===== src/rtl/sbw_pkg.sv =====
package sbw_pkg;
  typedef enum logic [1:0] {ST_IDLE, ST_LOW, ST_SETUP, ST_HIGH} sbw_state_e;

  // Per-cycle commands from the sequencer to the datapath
  typedef struct packed {
    logic load;     // latch a new byte
    logic drop;     // byte discarded, no valid configuration
    logic clkFall;  // drive the clock line low
    logic drive;    // present the next bit on the data line
    logic clkRise;  // drive the clock line high
  } sbw_strobe_t;
endpackage


===== src/rtl/sbw_ctrl.sv =====
module sbw_ctrl
  import sbw_pkg::*;
#(
  parameter int DATA_W    = 8,
  parameter int LOW_CYC   = 1,
  parameter int SETUP_CYC = 2,
  parameter int HIGH_CYC  = 1
) (
  input  logic        clk,
  input  logic        rstN,
  input  logic        inValid,
  input  logic        cfgValid,
  output logic        inReady,
  output logic        busy,
  output sbw_strobe_t strb
);
  localparam int MAX_CYC = (LOW_CYC > SETUP_CYC)
                         ? ((LOW_CYC > HIGH_CYC) ? LOW_CYC : HIGH_CYC)
                         : ((SETUP_CYC > HIGH_CYC) ? SETUP_CYC : HIGH_CYC);
  localparam int CNT_W = $clog2(MAX_CYC + 1);
  localparam int BIT_W = $clog2(DATA_W);
  localparam logic [CNT_W-1:0] LOW_LD   = CNT_W'(LOW_CYC - 1);
  localparam logic [CNT_W-1:0] SETUP_LD = CNT_W'(SETUP_CYC - 1);
  localparam logic [CNT_W-1:0] HIGH_LD  = CNT_W'(HIGH_CYC - 1);
  localparam logic [BIT_W-1:0] LAST_BIT = BIT_W'(DATA_W - 1);

  sbw_state_e       state;
  logic [CNT_W-1:0] phaseCnt;
  logic [BIT_W-1:0] bitIdx;
  logic             accept, phaseDone, lastBit;

  always_comb begin
    accept       = inValid && (state == ST_IDLE);
    phaseDone    = (phaseCnt == '0);
    lastBit      = (bitIdx == LAST_BIT);
    strb.load    = accept && cfgValid;
    strb.drop    = accept && !cfgValid;
    strb.drive   = (state == ST_LOW) && phaseDone;
    strb.clkRise = (state == ST_SETUP) && phaseDone;
    strb.clkFall = strb.load || ((state == ST_HIGH) && phaseDone && !lastBit);
  end

  always_ff @(posedge clk or negedge rstN) begin
    if (!rstN) begin
      state    <= ST_IDLE;
      phaseCnt <= '0;
      bitIdx   <= '0;
    end else begin
      case (state)
        ST_IDLE: if (strb.load) begin
          state    <= ST_LOW;
          phaseCnt <= LOW_LD;
          bitIdx   <= '0;
        end
        ST_LOW: if (phaseDone) begin
          state    <= ST_SETUP;
          phaseCnt <= SETUP_LD;
        end else phaseCnt <= phaseCnt - 1'b1;
        ST_SETUP: if (phaseDone) begin
          state    <= ST_HIGH;
          phaseCnt <= HIGH_LD;
        end else phaseCnt <= phaseCnt - 1'b1;
        ST_HIGH: if (phaseDone) begin
          if (lastBit) state <= ST_IDLE;
          else begin
            state    <= ST_LOW;
            phaseCnt <= LOW_LD;
            bitIdx   <= bitIdx + 1'b1;
          end
        end else phaseCnt <= phaseCnt - 1'b1;
        default: state <= ST_IDLE;
      endcase
    end
  end

  assign inReady = (state == ST_IDLE);
  assign busy    = !inReady;
endmodule


===== src/rtl/sbw_datapath.sv =====
module sbw_datapath
  import sbw_pkg::*;
#(
  parameter int PORT_W = 8,
  parameter int DATA_W = 8
) (
  input  logic              clk,
  input  logic              rstN,
  input  logic              cfgWe,
  input  logic [2*PORT_W:0] cfgWord,
  input  logic [PORT_W-1:0] outEnable,
  input  logic [PORT_W-1:0] shadowOut,
  input  logic [DATA_W-1:0] inData,
  input  logic              busy,
  input  sbw_strobe_t       strb,
  output logic              cfgValid,
  output logic              cfgErr,
  output logic              clkLvl,
  output logic              dataLvl,
  output logic [PORT_W-1:0] portOut
);
  logic [PORT_W-1:0] clkMask, dataMask, newClk, newData;
  logic              msbFirst, newOk, nextBit;
  logic [DATA_W-1:0] shiftReg;

  assign newClk  = cfgWord[PORT_W-1:0];
  assign newData = cfgWord[2*PORT_W-1:PORT_W];
  // A zero mask can never overlap the enables, so one test per mask suffices
  assign newOk   = (|(newClk & outEnable)) && (|(newData & outEnable));

  always_ff @(posedge clk or negedge rstN) begin
    if (!rstN) begin
      clkMask  <= '0;
      dataMask <= '0;
      msbFirst <= 1'b0;
      cfgValid <= 1'b0;
      cfgErr   <= 1'b0;
    end else begin
      if (strb.drop) cfgErr <= 1'b1;
      if (cfgWe && !busy) begin
        clkMask  <= newClk;
        dataMask <= newData;
        msbFirst <= cfgWord[2*PORT_W];
        cfgValid <= newOk;
        if (newOk) cfgErr <= 1'b0;
      end
    end
  end

  assign nextBit = msbFirst ? shiftReg[DATA_W-1] : shiftReg[0];

  always_ff @(posedge clk or negedge rstN) begin
    if (!rstN) begin
      shiftReg <= '0;
      clkLvl   <= 1'b1;
      dataLvl  <= 1'b0;
    end else begin
      if (strb.load) shiftReg <= inData;
      else if (strb.drive)
        shiftReg <= msbFirst ? (shiftReg << 1) : (shiftReg >> 1);
      if (strb.drive)   dataLvl <= nextBit;
      if (strb.clkFall) clkLvl  <= 1'b0;
      else if (strb.clkRise) clkLvl <= 1'b1;
    end
  end

  // Per-pin merge: clock mask first, then data mask, then shadow value
  for (genvar p = 0; p < PORT_W; p++) begin : g_pin
    assign portOut[p] = !cfgValid    ? shadowOut[p] :
                        clkMask[p]  ? clkLvl       :
                        dataMask[p] ? dataLvl      : shadowOut[p];
  end
endmodule


===== src/rtl/serial_bit_writer.sv =====
module serial_bit_writer
  import sbw_pkg::*;
#(
  parameter int PORT_W    = 8,
  parameter int DATA_W    = 8,
  parameter int LOW_CYC   = 1,
  parameter int SETUP_CYC = 2,
  parameter int HIGH_CYC  = 1
) (
  input  logic              clk,
  input  logic              rstN,
  input  logic              cfgWe,
  input  logic [2*PORT_W:0] cfgWord,
  input  logic [PORT_W-1:0] outEnable,
  input  logic [PORT_W-1:0] shadowOut,
  input  logic              inValid,
  input  logic [DATA_W-1:0] inData,
  output logic              inReady,
  output logic [PORT_W-1:0] portOut,
  output logic              busy,
  output logic              cfgErr
);
  sbw_strobe_t strb;
  logic        cfgValid, clkLvl, dataLvl;

  sbw_ctrl #(
    .DATA_W(DATA_W), .LOW_CYC(LOW_CYC), .SETUP_CYC(SETUP_CYC), .HIGH_CYC(HIGH_CYC)
  ) u_ctrl (
    .clk(clk), .rstN(rstN), .inValid(inValid), .cfgValid(cfgValid),
    .inReady(inReady), .busy(busy), .strb(strb)
  );

  sbw_datapath #(.PORT_W(PORT_W), .DATA_W(DATA_W)) u_dp (
    .clk(clk), .rstN(rstN), .cfgWe(cfgWe), .cfgWord(cfgWord),
    .outEnable(outEnable), .shadowOut(shadowOut), .inData(inData),
    .busy(busy), .strb(strb), .cfgValid(cfgValid), .cfgErr(cfgErr),
    .clkLvl(clkLvl), .dataLvl(dataLvl), .portOut(portOut)
  );
endmodule


===== config.mk =====
export PLATFORM = sky130hd
export DESIGN_NAME = serial_bit_writer
export DESIGN_NICKNAME = d
export VERILOG_FILES = /design/src/rtl/sbw_pkg.sv /design/src/rtl/sbw_ctrl.sv /design/src/rtl/sbw_datapath.sv /design/src/rtl/serial_bit_writer.sv
export SDC_FILE = /design/constraint.sdc
export NUM_CORES = 1
export LEC_CHECK = 0
export ABC_AREA = 1
export CELL_PAD_IN_SITES_DETAIL_PLACEMENT = 0
export CELL_PAD_IN_SITES_GLOBAL_PLACEMENT = 1
export CORE_ASPECT_RATIO = 0.7
export CORE_MARGIN = 2
export CORE_UTILIZATION = 40
export CTS_CLUSTER_DIAMETER = 40
export DETAILED_ROUTE_END_ITERATION = 10
export DONT_BUFFER_PORTS = 1
export GPL_TIMING_DRIVEN = 1
export PLACE_DENSITY = 0.8
export SYNTH_ARGS = -nofsm -noshare
export SYNTH_HDL_FRONTEND = slang
export SYNTH_SLANG_ARGS = --single-unit

===== constraint.sdc =====
create_clock -name clk -period 1.46 [get_ports clk]
set_input_delay 0.146 -clock clk [delete_from_list [all_inputs] [get_ports clk]]
set_output_delay 0.146 -clock clk [all_outputs]
set_load 0.01 [all_outputs]

==> impl_metrics.tcl <==
set metrics [dict create \
    status "complete, no violations" \
    critPathKind "flop to output pin" \
    worstMarginPinSlew_ns 0.2203 \
    ios 56 \
    cp.required_ns 1.31 \
    finalCritPeriodShare_pct 97.16 \
    fin_util_pct 51.83 \
    num_antenna_cells 0 \
    row_count 22 \
    min_to "u_dp.dataMask[3]" \
    num_vias 1982 \
    clock_latency_ns 0.29 \
    cts_buffers 5 \
    leakagePower_nw 1.329 \
    min_from "cfgWord[11]" \
    syn_area_um2 2153 \
    grt_util_all_layers_pct 17.64 \
    synth_edf_count 0 \
    r2r_end "u_ctrl.bitIdx[2]" \
    rsz0062_at_grt "yes" \
    setup_violations 0 \
    min_period_ns 1.419 \
    min_path_cells 2 \
    rr_worst_depth 7 \
    hold_viol 0 \
    critPathSlowestCell "dfstp_2" \
    ys.warnings.count 0 \
    fillers 508 \
    yosysMostFrequentCell "nand2_1" \
    fmax_ghz 0.7050 \
    synth_top_area_share_pct 40.67 \
    syn_to_final_growth_pct 25.22 \
    synth-seq-cells 36 \
    path_max_fanout 4 \
    seq_area_frac_synth_pct 41.89 \
    avgSynthCellArea_um2 7.178 \
    path_depth 5 \
    core_area_um2 5202 \
    start_util_pct 41.39 \
    vias_per_cell 4.882 \
    syn_nets 352 \
    path_buf_inv 2 \
    async_reset_ff_share_pct 100.0 \
    ant_nets 0 \
    cp-end-kind "output pin" \
    reg2reg_slack_ns 0.07 \
    die_w_um 91.70 \
    synth_area_leaders "dfrtp_1 (41%), nand2_1 (17%), nor2_1 (7.0%)" \
    dp_hpwl_mm 3.739 \
    ir_drop_mv 0.8542 \
    pre_cts_ws_ns -0.01916 \
    drive_above_1_share_pct 15.57 \
    yosysUniqueCellTypes 30 \
    clock_skew_ns 0.006837 \
    grt_pass1_wl_mm 8.355 \
    drt_iter0_drc 72 \
    dp_cells 377 \
    slowest_delay_ns 0.55 \
    cts_tree "yes" \
    place_area_um2 2327 \
    cts.sinks 36 \
    clockBufferDepth 2 \
    synth_common_cells "nand2_1 (97), nor2_1 (40), dfrtp_1 (35), inv_1 (29), o21ai_1 (26)" \
    finalNetCount 385 \
    synth_cells 300 \
    worst_slack_ns 0.04148 \
    relSlewSlack_pct 85.20 \
    wirelength_mm 5.351 \
    maxCapViolations 0 \
    gp_congestion 0.7954 \
    worstReg2RegStart "u_ctrl.state[1]" \
    synth_top_cell_by_area "dfrtp_1" \
    htree_levels 2 \
    synth-main-ff-cell "dfrtp_1" \
    grt_remaining_overflow 0 \
    worstHoldPathType "input pin to flop" \
    arrival_ns 1.27 \
    die_height_um 65.39 \
    cellPowerDensity_nw_per_um2 2109 \
    drc 0 \
    fin_hold_ws_ns 0.0002962 \
    path_cells "buf_6 > a21oi_1 > o21ai_1 > o21ai_1 > inv_1" \
    first_pass_iters 4 \
    antenna_found_initial 0 \
    setup.worst_path.start_class "flop" \
    cts_root_buffer "clkbuf_8" \
    die-area_um2 5995 \
    grt_pass1_vias 1839 \
    grt_max_degree 37 \
    post_drt_wl_per_cell_um 13.18 \
    finalMaxSlewViolations 0 \
    finalInstanceArea_um2 2696 \
    portBuffers 0 \
    cp_top_family "flip-flops" \
    clk_pin_slew_worst_paths_ns 0.07 \
    instances_no_fill 406 \
    worst_path_most_repeated_cell "o21ai_1" \
]
[per-stage QoR]
stage | setup TNS [ns] | total power, W
floorplan | 0 | 0.003921
global placement | -0.005033 | 0.004506
detailed placement | -0.05158 | 0.004555
CTS | -0.007004 | 0.005465
global route | -0.2747 | 0.006208
finish | 0 | 0.005687
[cell type report]
cell class	count	area (µm²)	area share (%)
multi-input combinational	222	1132	42.00
sequential	36	904.6	33.55
timing repair buffer	35	340.3	12.62
inverter	33	128.9	4.780
clock buffer	8	100.1	3.712
tap	72	90.09	3.341
[worst max-delay path by stage]
| stage | start | endpoint | slack [ns] |
|---|---|---|---|
| 4_1_cts | u_ctrl.state[1] | u_dp.shiftReg[1] | -0.007 |
| 3_3_place_gp | u_ctrl.state[1] | u_ctrl.bitIdx[1] | -0.002 |
| 3_5_place_dp | u_ctrl.state[0] | u_dp.dataMask[5] | -0.02 |
| 2_1_floorplan | u_ctrl.state[1] | u_dp.shiftReg[1] | 0.008 |
| 6_report | u_dp.clkLvl | portOut[6] | 0.04 |
| 5_1_grt | u_dp.clkLvl | portOut[2] | -0.04 |
[state kept, by name, indices dropped and copies added (netlist names)]
register         cells
u_ctrl.bitIdx        3
u_ctrl.phaseCnt      2
u_ctrl.state         2
u_dp.cfgErr          1
u_dp.cfgValid        1
u_dp.clkLvl          1
u_dp.clkMask         8
u_dp.dataLvl         1
u_dp.dataMask        8
u_dp.msbFirst        1
u_dp.shiftReg        8
[cell families after synthesis]
logic type | count (synthesis) | share of synthesized area [%]
and+or+nand+nor | 158 | 30.10
AOI/OAI and AO/OA | 56 | 15.28
buffers and inverters | 43 | 8.657
DFF | 36 | 41.89
adders and majority gates | 7 | 4.067
[per-layer routing]
| metal | routed length, µm | global-route usage (%) | vias up |
|---|---|---|---|
| met5 | 0 | 0 | - |
| met4 | 66 | 5.037 | 0 |
| met3 | 247 | 4.587 | 7 |
| met2 | 2350 | 27.94 | 34 |
| met1 | 2686 | 24.07 | 915 |
| li1 | - | - | 1026 |
[where the power goes]
part	internal, W	switching, W
sequential	0.00147	0.000388
clock	0.000431	0.000363
combinational	0.00128	0.00176
[placed cells by master, fill, tap and decap left out, types with 3 or more instances in the layout]
cell | Yosys | final
inv_1 | 29 | 28
a21oi_1 | 9 | 8
nand3_1 | 9 | 9
nand2_1 | 97 | 95
inv_2 | 4 | 4
nand2_2 | 1 | 4
clkbuf_8 | 0 | 7
a31oi_1 | 3 | 3
nor2_1 | 40 | 40
nand4_1 | 6 | 6
buf_4 | 1 | 15
o211ai_1 | 7 | 7
dlygate4sd3_1 | 0 | 15
ha_1 | 7 | 3
dfrtp_1 | 35 | 33
o21ai_1 | 26 | 27
[repair_timing]
action | 4_1_cts | 5_1_grt
pin swaps | 0 | 2
setup buffers | 0 | 4
hold buffers | 16 | 0
gates resized for setup | 3 | 18
endpoints found under the setup margin | 13 | 25
endpoints found under the hold margin | 50 | 0
gates cloned | 0 | 1
(Power assumes the default switching activity.)
